**src/rtl/softint_pkg.sv**
```systemverilog
// Shared types for the soft interrupt pending register.
package softint_pkg;

    // Operation selected by a software write to the pending vector.
    typedef enum logic [1:0] {
        SW_LOAD = 2'd0,
        SW_CLR  = 2'd1,
        SW_SET  = 2'd2,
        SW_NOP  = 2'd3
    } sw_op_e;

endpackage

```
**src/rtl/softint_pend_reg.sv**
```systemverilog
// Pending flag register.
// Applies one software operation (load, clear-by-mask, set-by-mask) per
// cycle, then ORs in the hardware timer-match pulses so that they win over
// any same-cycle software change. Assumes a synchronous active-low reset.
module softint_pend_reg
    import softint_pkg::*;
#(
    parameter int PEND_W = 17
) (
    input  logic              clk,
    input  logic              rst_n,
    input  logic              wr_en,
    input  sw_op_e            wr_op,
    input  logic [PEND_W-1:0] wr_data,
    input  logic              tick_hit,
    input  logic              stick_hit,
    output logic [PEND_W-1:0] pend_q
);

    localparam int TOP_BIT = PEND_W - 1;

    logic [PEND_W-1:0] sw_next;
    logic [PEND_W-1:0] hw_mask;
    logic [PEND_W-1:0] pend_d;

    // Value after the software operation of this cycle.
    always_comb begin
        sw_next = pend_q;
        if (wr_en) begin
            case (wr_op)
                SW_LOAD: sw_next = wr_data;
                SW_CLR:  sw_next = pend_q & ~wr_data;
                SW_SET:  sw_next = pend_q | wr_data;
                default: sw_next = pend_q;
            endcase
        end
    end

    // Hardware match pulses, placed on the two timer flags.
    always_comb begin
        hw_mask          = '0;
        hw_mask[0]       = tick_hit;
        hw_mask[TOP_BIT] = stick_hit;
    end

    // Hardware sets take priority over software clears and loads.
    assign pend_d = sw_next | hw_mask;

    // Storage for the pending flags.
    always_ff @(posedge clk) begin
        if (!rst_n) pend_q <= '0;
        else        pend_q <= pend_d;
    end

endmodule

```
**src/rtl/softint_pil_reg.sv**
```systemverilog
// Processor interrupt level register.
// Loads a new level on a write strobe, otherwise holds. Assumes a
// synchronous active-low reset that returns the level to zero.
module softint_pil_reg #(
    parameter int PIL_W = 4
) (
    input  logic             clk,
    input  logic             rst_n,
    input  logic             wr_en,
    input  logic [PIL_W-1:0] wr_data,
    output logic [PIL_W-1:0] pil_q
);

    // Storage for the level.
    always_ff @(posedge clk) begin
        if (!rst_n)     pil_q <= '0;
        else if (wr_en) pil_q <= wr_data;
    end

endmodule

```
**src/rtl/softint_req_gate.sv**
```systemverilog
// Request gating.
// Turns the stored flags and level into level-sensitive request lines.
// The two end flags (timer matches) compare the level against a fixed
// limit. Every other flag compares its own index against the level.
// Purely combinational: assumes registered inputs.
module softint_req_gate #(
    parameter int PIL_W       = 4,
    parameter int TIMER_LIMIT = 14,
    parameter int PEND_W      = (1 << PIL_W) + 1
) (
    input  logic [PEND_W-1:0] pend,
    input  logic [PIL_W-1:0]  pil,
    output logic [PEND_W-1:0] req
);

    localparam int CMP_W = PIL_W + 1;
    localparam logic [CMP_W-1:0] LIMIT = CMP_W'(TIMER_LIMIT);

    logic [CMP_W-1:0] pil_ext;
    assign pil_ext = {1'b0, pil};

    for (genvar k = 0; k < PEND_W; k++) begin : g_bit
        if (k == 0 || k == PEND_W - 1) begin : g_timer
            // Timer flag: fixed threshold on the level.
            assign req[k] = pend[k] && (pil_ext < LIMIT);
        end else begin : g_level
            localparam logic [CMP_W-1:0] IDX = CMP_W'(k);
            // Ordinary flag: index must exceed the level.
            assign req[k] = pend[k] && (IDX > pil_ext);
        end
    end

endmodule

```
**src/rtl/softint_ctrl.sv**
```systemverilog
// Soft interrupt pending register, top level.
// Ties together the flag register, the level register and the request
// gating. The vector width follows from the level width: one flag per
// level plus a top timer flag. Synchronous active-low reset.
module softint_ctrl
    import softint_pkg::*;
#(
    parameter int PIL_W       = 4,
    parameter int TIMER_LIMIT = 14,
    parameter int PEND_W      = (1 << PIL_W) + 1
) (
    input  logic              clk,
    input  logic              rst_n,
    input  logic              sw_wr_en,
    input  logic [1:0]        sw_wr_op,
    input  logic [PEND_W-1:0] sw_wr_data,
    input  logic              pil_wr_en,
    input  logic [PIL_W-1:0]  pil_wr_data,
    input  logic              tick_hit,
    input  logic              stick_hit,
    output logic [PEND_W-1:0] pend_rd,
    output logic [PIL_W-1:0]  pil_rd,
    output logic [PEND_W-1:0] irq_req
);

    sw_op_e            op;
    logic [PEND_W-1:0] pend_q;
    logic [PIL_W-1:0]  pil_q;

    // Map the raw operation code onto the shared type.
    assign op = sw_op_e'(sw_wr_op);

    softint_pend_reg #(.PEND_W(PEND_W)) u_pend (
        .clk       (clk),
        .rst_n     (rst_n),
        .wr_en     (sw_wr_en),
        .wr_op     (op),
        .wr_data   (sw_wr_data),
        .tick_hit  (tick_hit),
        .stick_hit (stick_hit),
        .pend_q    (pend_q)
    );

    softint_pil_reg #(.PIL_W(PIL_W)) u_pil (
        .clk     (clk),
        .rst_n   (rst_n),
        .wr_en   (pil_wr_en),
        .wr_data (pil_wr_data),
        .pil_q   (pil_q)
    );

    softint_req_gate #(
        .PIL_W       (PIL_W),
        .TIMER_LIMIT (TIMER_LIMIT),
        .PEND_W      (PEND_W)
    ) u_gate (
        .pend (pend_q),
        .pil  (pil_q),
        .req  (irq_req)
    );

    assign pend_rd = pend_q;
    assign pil_rd  = pil_q;

endmodule

```
**config.mk**
```make
export PLATFORM = sky130hd
export DESIGN_NAME = softint_ctrl
export DESIGN_NICKNAME = d
export VERILOG_FILES = /design/src/rtl/softint_pkg.sv /design/src/rtl/softint_pend_reg.sv /design/src/rtl/softint_pil_reg.sv /design/src/rtl/softint_req_gate.sv /design/src/rtl/softint_ctrl.sv
export SDC_FILE = /design/constraint.sdc
export NUM_CORES = 1
export LEC_CHECK = 0
export BUFFER_PORTS_ARGS = -buffer_cell sky130_fd_sc_hd__buf_4
export CORE_MARGIN = 3
export CORE_UTILIZATION = 25
export CTS_CLUSTER_DIAMETER = 120
export DETAILED_ROUTE_END_ITERATION = 16
export GPL_TIMING_DRIVEN = 1
export PLACE_DENSITY = 0.63
export SLEW_MARGIN = 20
export SYNTH_ARGS = -nofsm -noshare
export SYNTH_HDL_FRONTEND = slang
export SYNTH_SLANG_ARGS = --single-unit
```
**constraint.sdc**
```tcl
create_clock -name clk -period 1.1 [get_ports clk]
set_input_delay 0.22 -clock clk [delete_from_list [all_inputs] [get_ports clk]]
set_output_delay 0.22 -clock clk [all_outputs]
set_load 0.1 [all_outputs]
```
Word level (Yosys, flattened, before mapping)
Index checks and enable logic that the tools add are counted.

operators by class
  equality and inequality tests = 2
  divide/modulo/power cells = 0
  add/subtract/negate cells = 0
  bitwise logic cells = 4
  multipliers = 0
  reduce and logical (&&, ||, !) cells = 18
  muxes and demuxes = 2
  shift-type cells = 0
  order comparisons = 16

operators by type and width
  cell                                                           number
  case mux 17 bit (3 select lines)                               1
  OR 17 bit                                                      2
  greater-than comparator 4 bit (first input constant)           8
  AND 17 bit                                                     1
  logical AND 1 bit                                              17
  2-to-1 mux 17 bit                                              1
  NOT 17 bit                                                     1
  greater-than comparator 3 x 4 -> 1 bit (first input constant)  4
  greater-than comparator 2 x 4 -> 1 bit (first input constant)  2
  greater-than comparator 1 x 4 -> 1 bit (first input constant)  1
  < comparator 4 bit (second input constant)                     1
  equality test 2 x 1 -> 1 bit (second input constant)           1
  equality test 2 bit (second input constant)                    1
  logical NOT 2 bit                                              1

word-level totals
  logic and storage cells = 44
  bits in registers = 21
  bits of input ports = 29
  bits in latches = 0
  RAM bits = 0
  memories kept = 0
  ROM bits = 0

Depth between registers and ports, before layout
Gate-level depths: netlist (run 1).

  depth after elaboration = 5
  gate-level depth with buffers = 6

Modules after synthesis
From an unflattened synthesis (run 1), not the netlist that was laid out.

second synthesis, totals
  cells, all modules = 155
  area total of the unflattened synthesis = 1187.4 um^2

modules (own cells, without submodules)
  module            times used  area an instance (um^2)  cells each  seq. area each (um^2)
  softint_pend_reg  1           829.5                    111         340.3
  softint_req_gate  1           201.4                    31          0.0
  softint_pil_reg   1           156.4                    13          80.1

Least setup slack after synthesis (run 1)
OpenSTA, ideal clock, no wires.

  kind = reg-to-output
  from = reg u_pil.pil_q[2]
  to = out irq_req[2]
  path buffers = 1
  arrival = 4120 ps
  cell stages (with the launch flop) = 3
  slack = -3240 ps
  path through = dfxtp_1 -> buf_2 -> nor4b_1

on the way
  longest elaborated chain between the ends = 2

RTL lines
  what                                    line                    source
  start, declared                         softint_pil_reg.sv:11   output logic [PIL_W-1:0] pil_q
  start signal, assigned                  softint_pil_reg.sv:17   else if (wr_en) pil_q <= wr_data;
  greater-than comparator 2 x 4 -> 1 bit  softint_req_gate.sv:29  assign req[k] = pend[k] && (IDX > pil_ext);
  logical AND 1 bit                       softint_req_gate.sv:29
  end, declared                           softint_ctrl.sv:23      output logic [PEND_W-1:0] irq_req

No other way between the ends.

Worst setup path in the final report (run 1)
Same ends and word-level chain as after synthesis.

==> metrics.csv, run 1 <==
metric,value,unit
p_leak,1.04,nW
tightest_slew,339,ps
grt_max_degree,37,
synth_seq_cells,21,
worst_path_max_delay_cell,dfxtp_4,
arrival,1300,ps
grt_pass1_vias,1292,
crit_chain,"buf_4, nor4b_4, buf_6",
syn_area_per_cell,7.50,sq um
worstRegToRegCells,4,
diodes,0,
path_class,flop to output pin,
slew_violations,0,
routed_via_density,4.64,
h-tree-depth,1,
rsz0062_at_grt,yes,
layout-drive-gt1-share,57.8,%
cpPeakStageDelay,380,ps
clk_pin_slew,80,ps
ios,67,
final.setup.worst_slack,-422,ps
post_synth_instance_area,1170,sq um
grt_overflow_total,0,
setup_viol,21,
nets,262,
drv_cap,0,
syn_to_final_growth,101,%
clk_latency,250,ps
ant_nets,0,
vias,1318,
startpoint_type,flop,
cts_made_buffers,3,
die_y,74.4,um
max_slew_margin,77.4,%
initial_core_util,26.3,%
root_buffer,clkbuf_8,
gp_congestion,0.730,
die_width,74.4,um
min_path_type,input port to flop,
cts_hold_buf,0,
grt_usage,13.8,%
powerDensity,1090,nW/um^2
syn_nets,185,
whs_path_depth,3,
vdd_drop_max,0.444,mV
status,"complete, but fails checks",
avgRoutedWirePerCell,13.7,um
min_period,1520,ps
drtIter0Drc,60,
die-area,5540,sq um
grt_pass1_wl,6000,um
port_buffers,66,
violations,negative setup slack,
min_period_over_period,138,%
final.setup.tns,-6750,ps
finalClockSkew,0,ps
synth_cells,156,
endpoint_kind,output pin,
fp.coreArea,4440,sq um
fin_cells,284,
rows,24,
dr.pass1.iters,4,
antenna_found_initial,0,
hold_violations,0,
cts_tree,done,
synthDistinctLibCells,27,
max_freq,0.657,GHz
cts.sinks,21,
place_inst,274,
cts_buffer_depth,2,
seq_area_frac_synth,35.9,%
hpwl,2770,um
yosys_warnings,0,
drc_errors,0,
cp.required,880,ps
wl,3900,um
cp_max_fo,7,
-- critical path, delay by kind of cell (launching register included) --
kind | cells | cell delay [ps]
DFF | 1 | 380
buffers and inverters | 2 | 400
and+or+nand+nor | 1 | 260
-- cells in the final DEF, fill, tap and decap left out, types with 3 or more instances in the layout --
master,instances
nor2b_1,6
buf_6,20
dfxtp_4,10
buf_12,18
nand2_1,17
buf_4,41
nand3_1,15
and2_4,7
buf_8,7
inv_1,16
o21ai_0,17
a21oi_1,17
mux2i_1,4
dfxtp_2,11
clkbuf_8,3
-- power by group --
part	leakage [nW]	switching (W)	internal, W
combinational	0.834	0.000757	0.000434
clock	0.0228	0.000246	0.000257
sequential	0.184	0.0000652	0.000799
-- metal layers --
layer,routed length [um],global-route usage [%],vias to the layer above
met4,32,3.56,0
met1,1520,16.4,606
met2,2130,25.2,42
met3,218,2.57,2
met5,0,0,-
li1,-,-,668
-- layout make-up --
cell class / instances / area (sq um)
clock buffers: 4 / 45.0
fillers: 405 / 2090
inverters: 16 / 60.1
flip-flops and latches: 21 / 472
repair buffers: 86 / 998
well taps: 52 / 65.1
multi-input cells: 105 / 717
-- per-stage QoR --
step / total power [W] / utilization [%] / hold WS, ps / setup WS [ps] / area [sq um]
6_report: 0.00256 / 53.0 / 191 / -422 / 2360
5_1_grt: 0.00267 / 53.0 / 179 / -470 / 2360
2_1_floorplan: 0.00165 / - / 349 / -859 / 1370
4_1_cts: 0.00253 / 50.2 / 188 / -442 / 2230
3_5_place_dp: 0.00190 / 43.2 / 458 / -233 / 1920
3_3_place_gp: 0.00189 / 43.2 / 444 / -190 / 1920
-- state kept, by name, summed over array words and instances, names as in the netlist --
register	cells
u_pend.pend_q	17
u_pil.pil_q	4
-- what timing repair did --
item,in CTS,in global routing
pin swaps,0,5
buffers inserted,2,4
gates resized for setup,63,26
endpoints found under the setup margin,38,24
-- cells in the mapped netlist --
library cell	count	area share (%)
a211oi_1	1	0.64
a21boi_0	4	2.6
a21o_1	1	0.64
a21oi_1	18	7.7
and2_1	7	3.7
and3_1	2	1.1
and3b_1	1	0.75
buf_12	1	1.7
buf_2	7	3.0
buf_4	2	1.3
buf_6	3	2.9
clkbuf_1	1	0.32
dfxtp_1	21	36
inv_1	16	5.1
mux2i_1	4	3.4
nand2_1	17	5.5
nand2b_1	1	0.54
nand3_1	16	6.8
nor2_1	2	0.64
nor2b_1	7	3.7
nor2b_4	1	1.2
nor3b_1	1	0.64
nor4b_1	1	0.75
o21a_1	1	0.64
o21ai_0	18	7.7
o21ai_1	1	0.43
o31ai_1	1	0.64
-- logic make-up (layout without fill, tap and decap cells) --
| family | count (synthesis) | count (layout) | share of synthesized area (%) |
|---|---|---|---|
| multiplexers | 4 | 4 | 3.42 |
| buffers and inverters | 30 | 106 | 14.3 |
| AO/OA/AOI/OAI | 45 | 45 | 21.0 |
| flip-flops | 21 | 21 | 35.9 |
| AND/OR/NAND/NOR | 56 | 56 | 25.3 |
-- final timing paths --
| kind | slack, ps | startpoint | end |
|---|---|---|---|
| hold reg to reg | 470 | u_pend.pend_q[14] | u_pend.pend_q[14] |
| setup reg to reg | 200 | u_pil.pil_q[0] | u_pil.pil_q[0] |
| hold / removal | 190 | sw_wr_data[2] | u_pend.pend_q[2] |
| setup / recovery | -420 | u_pil.pil_q[2] | irq_req[2] |
No activity file was read; power rests on OpenSTA's default activity.
==> run 2: changes to the inputs <==
Settings changed: CORE_UTILIZATION 25 to 43, GPL_ROUTABILITY_DRIVEN from default to 0, PLACE_DENSITY 0.63 to 0.91.
==> run 2 against run 1 <==
  * The run now fails in 5_1_grt
  * Synthesized area did not move
  * Synthesized cell count stayed put
==> metrics.csv, run 2 <==
metric,value,unit,change
status,stopped before the end,,"was complete, but fails checks"
lastStage,5_1_grt,,
tool.error,[ERROR DPL-0033] detailed placement checks failed during check placement.,,
h-tree-depth,1,,unchanged
cts_setup_buffers,0,,was 2
synth_area_leaders,"dfxtp_1 36%, a21oi_1 7.7%, o21ai_0 7.7%",,unchanged
syn_area_per_cell,7.50,sq um,unchanged
place_area,1900,sq um,was 1920 sq um
yosys_warnings,0,,unchanged
die_width,58.2,um,was 74.4 um
ys.flop_type,dfxtp_1,,unchanged
cts_made_buffers,3,,unchanged
synth_xor_area_share,0,%,unchanged
synth-edff-count,0,,unchanged
synth-async-reset-ratio,0,%,unchanged
synthDistinctLibCells,27,,unchanged
ios,67,,unchanged
synth_top_family_by_area,simple AND/OR/NAND/NOR gates,,unchanged
root_buffer,clkbuf_4,,was clkbuf_8
synthSimpleGateAreaFrac,25.3,%,unchanged
seq_area_frac_synth,35.9,%,unchanged
post_synth_instance_area,1170,sq um,unchanged
synthAdderAreaFrac,0,%,unchanged
grt_max_degree,37,,
worst-ep-kind,primary output,,
synth_common_cells,"21 x dfxtp_1, 18 x a21oi_1, 18 x o21ai_0",,unchanged
cts_hold_buf,0,,unchanged
cts.sinks,21,,unchanged
synth_compound_area_share,21.0,%,unchanged
synth_top_area_share,35.9,%,unchanged
antenna_found_initial,0,,
syn_nets,185,,unchanged
yosysTopAreaCell,dfxtp_1,,unchanged
synth_seq_cells,21,,unchanged
hpwl,2680,um,was 2770 um
synth_cells,156,,unchanged
synth_most_common_cell,dfxtp_1,,unchanged
rows,18,,was 24
die_y,58.2,um,was 74.4 um
place_inst,253,,was 274
port_buffers,66,,unchanged
synth_mux_area_share,3.42,%,unchanged
postGrtWorstEndpoint,irq_req[3],,
cts_buffer_depth,2,,unchanged
initial_core_util,46.4,%,was 26.3%
[run 2: cell counts after synthesis]
No cell type changed its count.
[run 2: kinds of logic after synthesis]
| family | Yosys count |
|---|---|
| AOI/OAI and AO/OA | 45 |
| buffers and inverters | 30 |
| DFF | 21 |
| muxes | 4 |
| and+or+nand+nor | 56 |
[run 2: what timing repair did]
action	CTS
pin swaps	1
resized for setup	116
endpoints found under the setup margin	38
[run 2: per-stage QoR]
stage               hold slack [ps]  TNS, ps  worst slack (ps)
CTS                             129    -7550              -462
detailed placement              453    -2630              -205
global placement                442    -2490              -206
floorplan                       349    -6480              -859
==> run 3: changes to the inputs <==
Settings changed: CORE_UTILIZATION 43 to 30, CTS_CLUSTER_DIAMETER 120 to default, PLACE_DENSITY 0.91 to default, PLACE_DENSITY_LB_ADDON from default to 0.15.
==> run 3 against run 2 <==
  * The flow now finishes, with violations (negative setup slack)
==> metrics.csv, run 3 (synthesis gave the netlist of run 1 again) <==
metric,value,unit,change
die_y,68.4,um,was 58.2 um
slew_violations,0,,
cts.sinks,21,,unchanged
cts_buffer_depth,2,,unchanged
cts_tree,done,,
r2r_slack,180,ps,
tightest_slew,361,ps,
p_clk_share,20.2,%,
hpwl,2730,um,was 2680 um
endpoint,irq_req[9],,
max_freq,0.647,GHz,
root_buffer,clkbuf_8,,was clkbuf_4
min_period_over_period,140,%,
cp.required,880,ps,
worstRegToRegCells,4,,
min_period,1550,ps,
min_path_type,input port to flop,,
diodes,0,,
sw_frac_of_total,42.4,%,
grt_max_degree,37,,
port_buffers,66,,unchanged
power_frac_seq,33.0,%,
timing.rr.start,u_pil.pil_q[1],,
cp.buffers_inverters,1,,
grt_pass1_vias,1316,,
vias,1343,,
ios,67,,unchanged
arrival,1330,ps,
startpoint,u_pil.pil_q[2],,
final.setup.worst_slack,-445,ps,
path_class,flop to output pin,,
crit_chain,"o31ai_1, and2_4, buf_12",,
finalClockSkew,0,ps,
p_leak,1.05,nW,
die_width,68.4,um,was 58.2 um
final_cell_mix,"37 x buf_4, 24 x buf_6, 21 x buf_12",,
fp.coreArea,3720,sq um,
critical_path_cell_count,3,,
cp_max_fo,8,,
worst_path_max_delay_cell,dfxtp_4,,
clk_pin_slew,80,ps,
pre_cts_ws,-213,ps,was -205 ps
drv_cap,0,,
startpoint_type,flop,,
rows,22,,was 18
p_int,0.00150,W,
nets,261,,
crit_family,flip-flops,,
ant_nets,0,,
p_sw,0.00110,W,
drc_errors,0,,
whs,180,ps,
max_slew_margin,75.9,%,
regMostFlops,u_pend.pend_q,,
status,"complete, but fails checks",,was stopped before the end
final_common_cell,buf_4,,
avgRoutedWirePerCell,14.1,um,
initial_core_util,31.5,%,was 46.4%
vdd_drop_max,0.581,mV,
powerDensity,1100,nW/um^2,
endpoint_kind,output pin,,
largest_reg_flops,17,,
dr.pass1.iters,4,,
cts_made_buffers,3,,unchanged
syn_to_final_growth,103,%,
drtIter0Drc,48,,
wl,3930,um,
setup_viol,21,,
hold_violations,0,,
rsz0062_at_grt,yes,,
power_frac_comb,46.8,%,
largestRegisters,"u_pend.pend_q: 17 flops, u_pil.pil_q: 4 flops",,
antenna_found_initial,0,,
routed_via_density,4.81,,
cpPeakStageDelay,400,ps,
h-tree-depth,1,,unchanged
timing.rr.end,u_pil.pil_q[1],,
grt_usage,17.4,%,
layout-drive-gt1-share,58.4,%,
clk_latency,270,ps,
grt_pass1_wl,5950,um,
violations,negative setup slack,,
die-area,4680,sq um,
grt_overflow_total,0,,
==> run 3: layout make-up <==
cell class | instances | area (sq um)
Tap cell | 48 | 60.1
Sequential cell | 21 | 472
Clock inverter | 1 | 5.00
Clock buffer | 3 | 41.3
Timing Repair Buffer | 85 | 1010
Inverter | 16 | 60.1
Fill cell | 300 | 1340
Multi-Input combinational cell | 105 | 723
==> run 3: stage by stage <==
step	TNS, ps	instance area (sq um)	instances	util, %	power [W]
6_report	-7050	2370	279	63.9	0.00260
5_1_grt	-7690	2370	279	63.9	0.00269
4_1_cts	-7060	2340	277	62.9	0.00260
3_5_place_dp	-3010	1920	270	51.5	0.00190
3_3_place_gp	-2920	1920	270	51.5	0.00188
2_1_floorplan	-6480	1370	156	-	0.00165
==> run 3: power groups by stage <==
| stage | registers [W] | logic [W] | clock network, W |
|---|---|---|---|
| final | 0.000859 | 0.00122 | 0.000525 |
| after global routing | 0.000867 | 0.00127 | 0.000560 |
| after CTS | 0.000856 | 0.00120 | 0.000536 |
| after detailed placement | 0.000868 | 0.00103 | 0 |
| after global placement | 0.000864 | 0.00102 | 0 |
| after floorplan | 0.00116 | 0.000484 | 0 |
==> run 3: worst min-delay path by stage <==
stage | depth (start not counted) | start | slack (ps) | to
after floorplan | 2 | sw_wr_data[15] | 350 | u_pend.pend_q[15]
after global placement | 3 | sw_wr_data[2] | 440 | u_pend.pend_q[2]
after detailed placement | 3 | sw_wr_data[8] | 450 | u_pend.pend_q[8]
after CTS | 3 | sw_wr_data[14] | 180 | u_pend.pend_q[14]
after global routing | 3 | sw_wr_data[13] | 190 | u_pend.pend_q[13]
final | 3 | sw_wr_data[9] | 180 | u_pend.pend_q[9]
==> run 3: worst register-to-register path, cell delays in order, from the launching register on <==
cell and delay, ps:
dfxtp_4 380, buf_6 140, buf_4 130, mux2i_1 120, nor2b_1 50
==> run 3: per-layer routing <==
| metal | GRT usage (%) | routed length (um) |
|---|---|---|
| met5 | 0 | 0 |
| met4 | 6.70 | 56 |
| met3 | 2.63 | 198 |
| met2 | 33.6 | 2200 |
| met1 | 18.5 | 1480 |
==> run 3: what timing repair did <==
item | CTS | global route
hold buffers | 0 | 0
setup buffers | 3 | 2
gates cloned | 0 | 0
endpoints found under the setup margin | 38 | 24
pin swaps | 8 | 6
resized for setup | 91 | 7
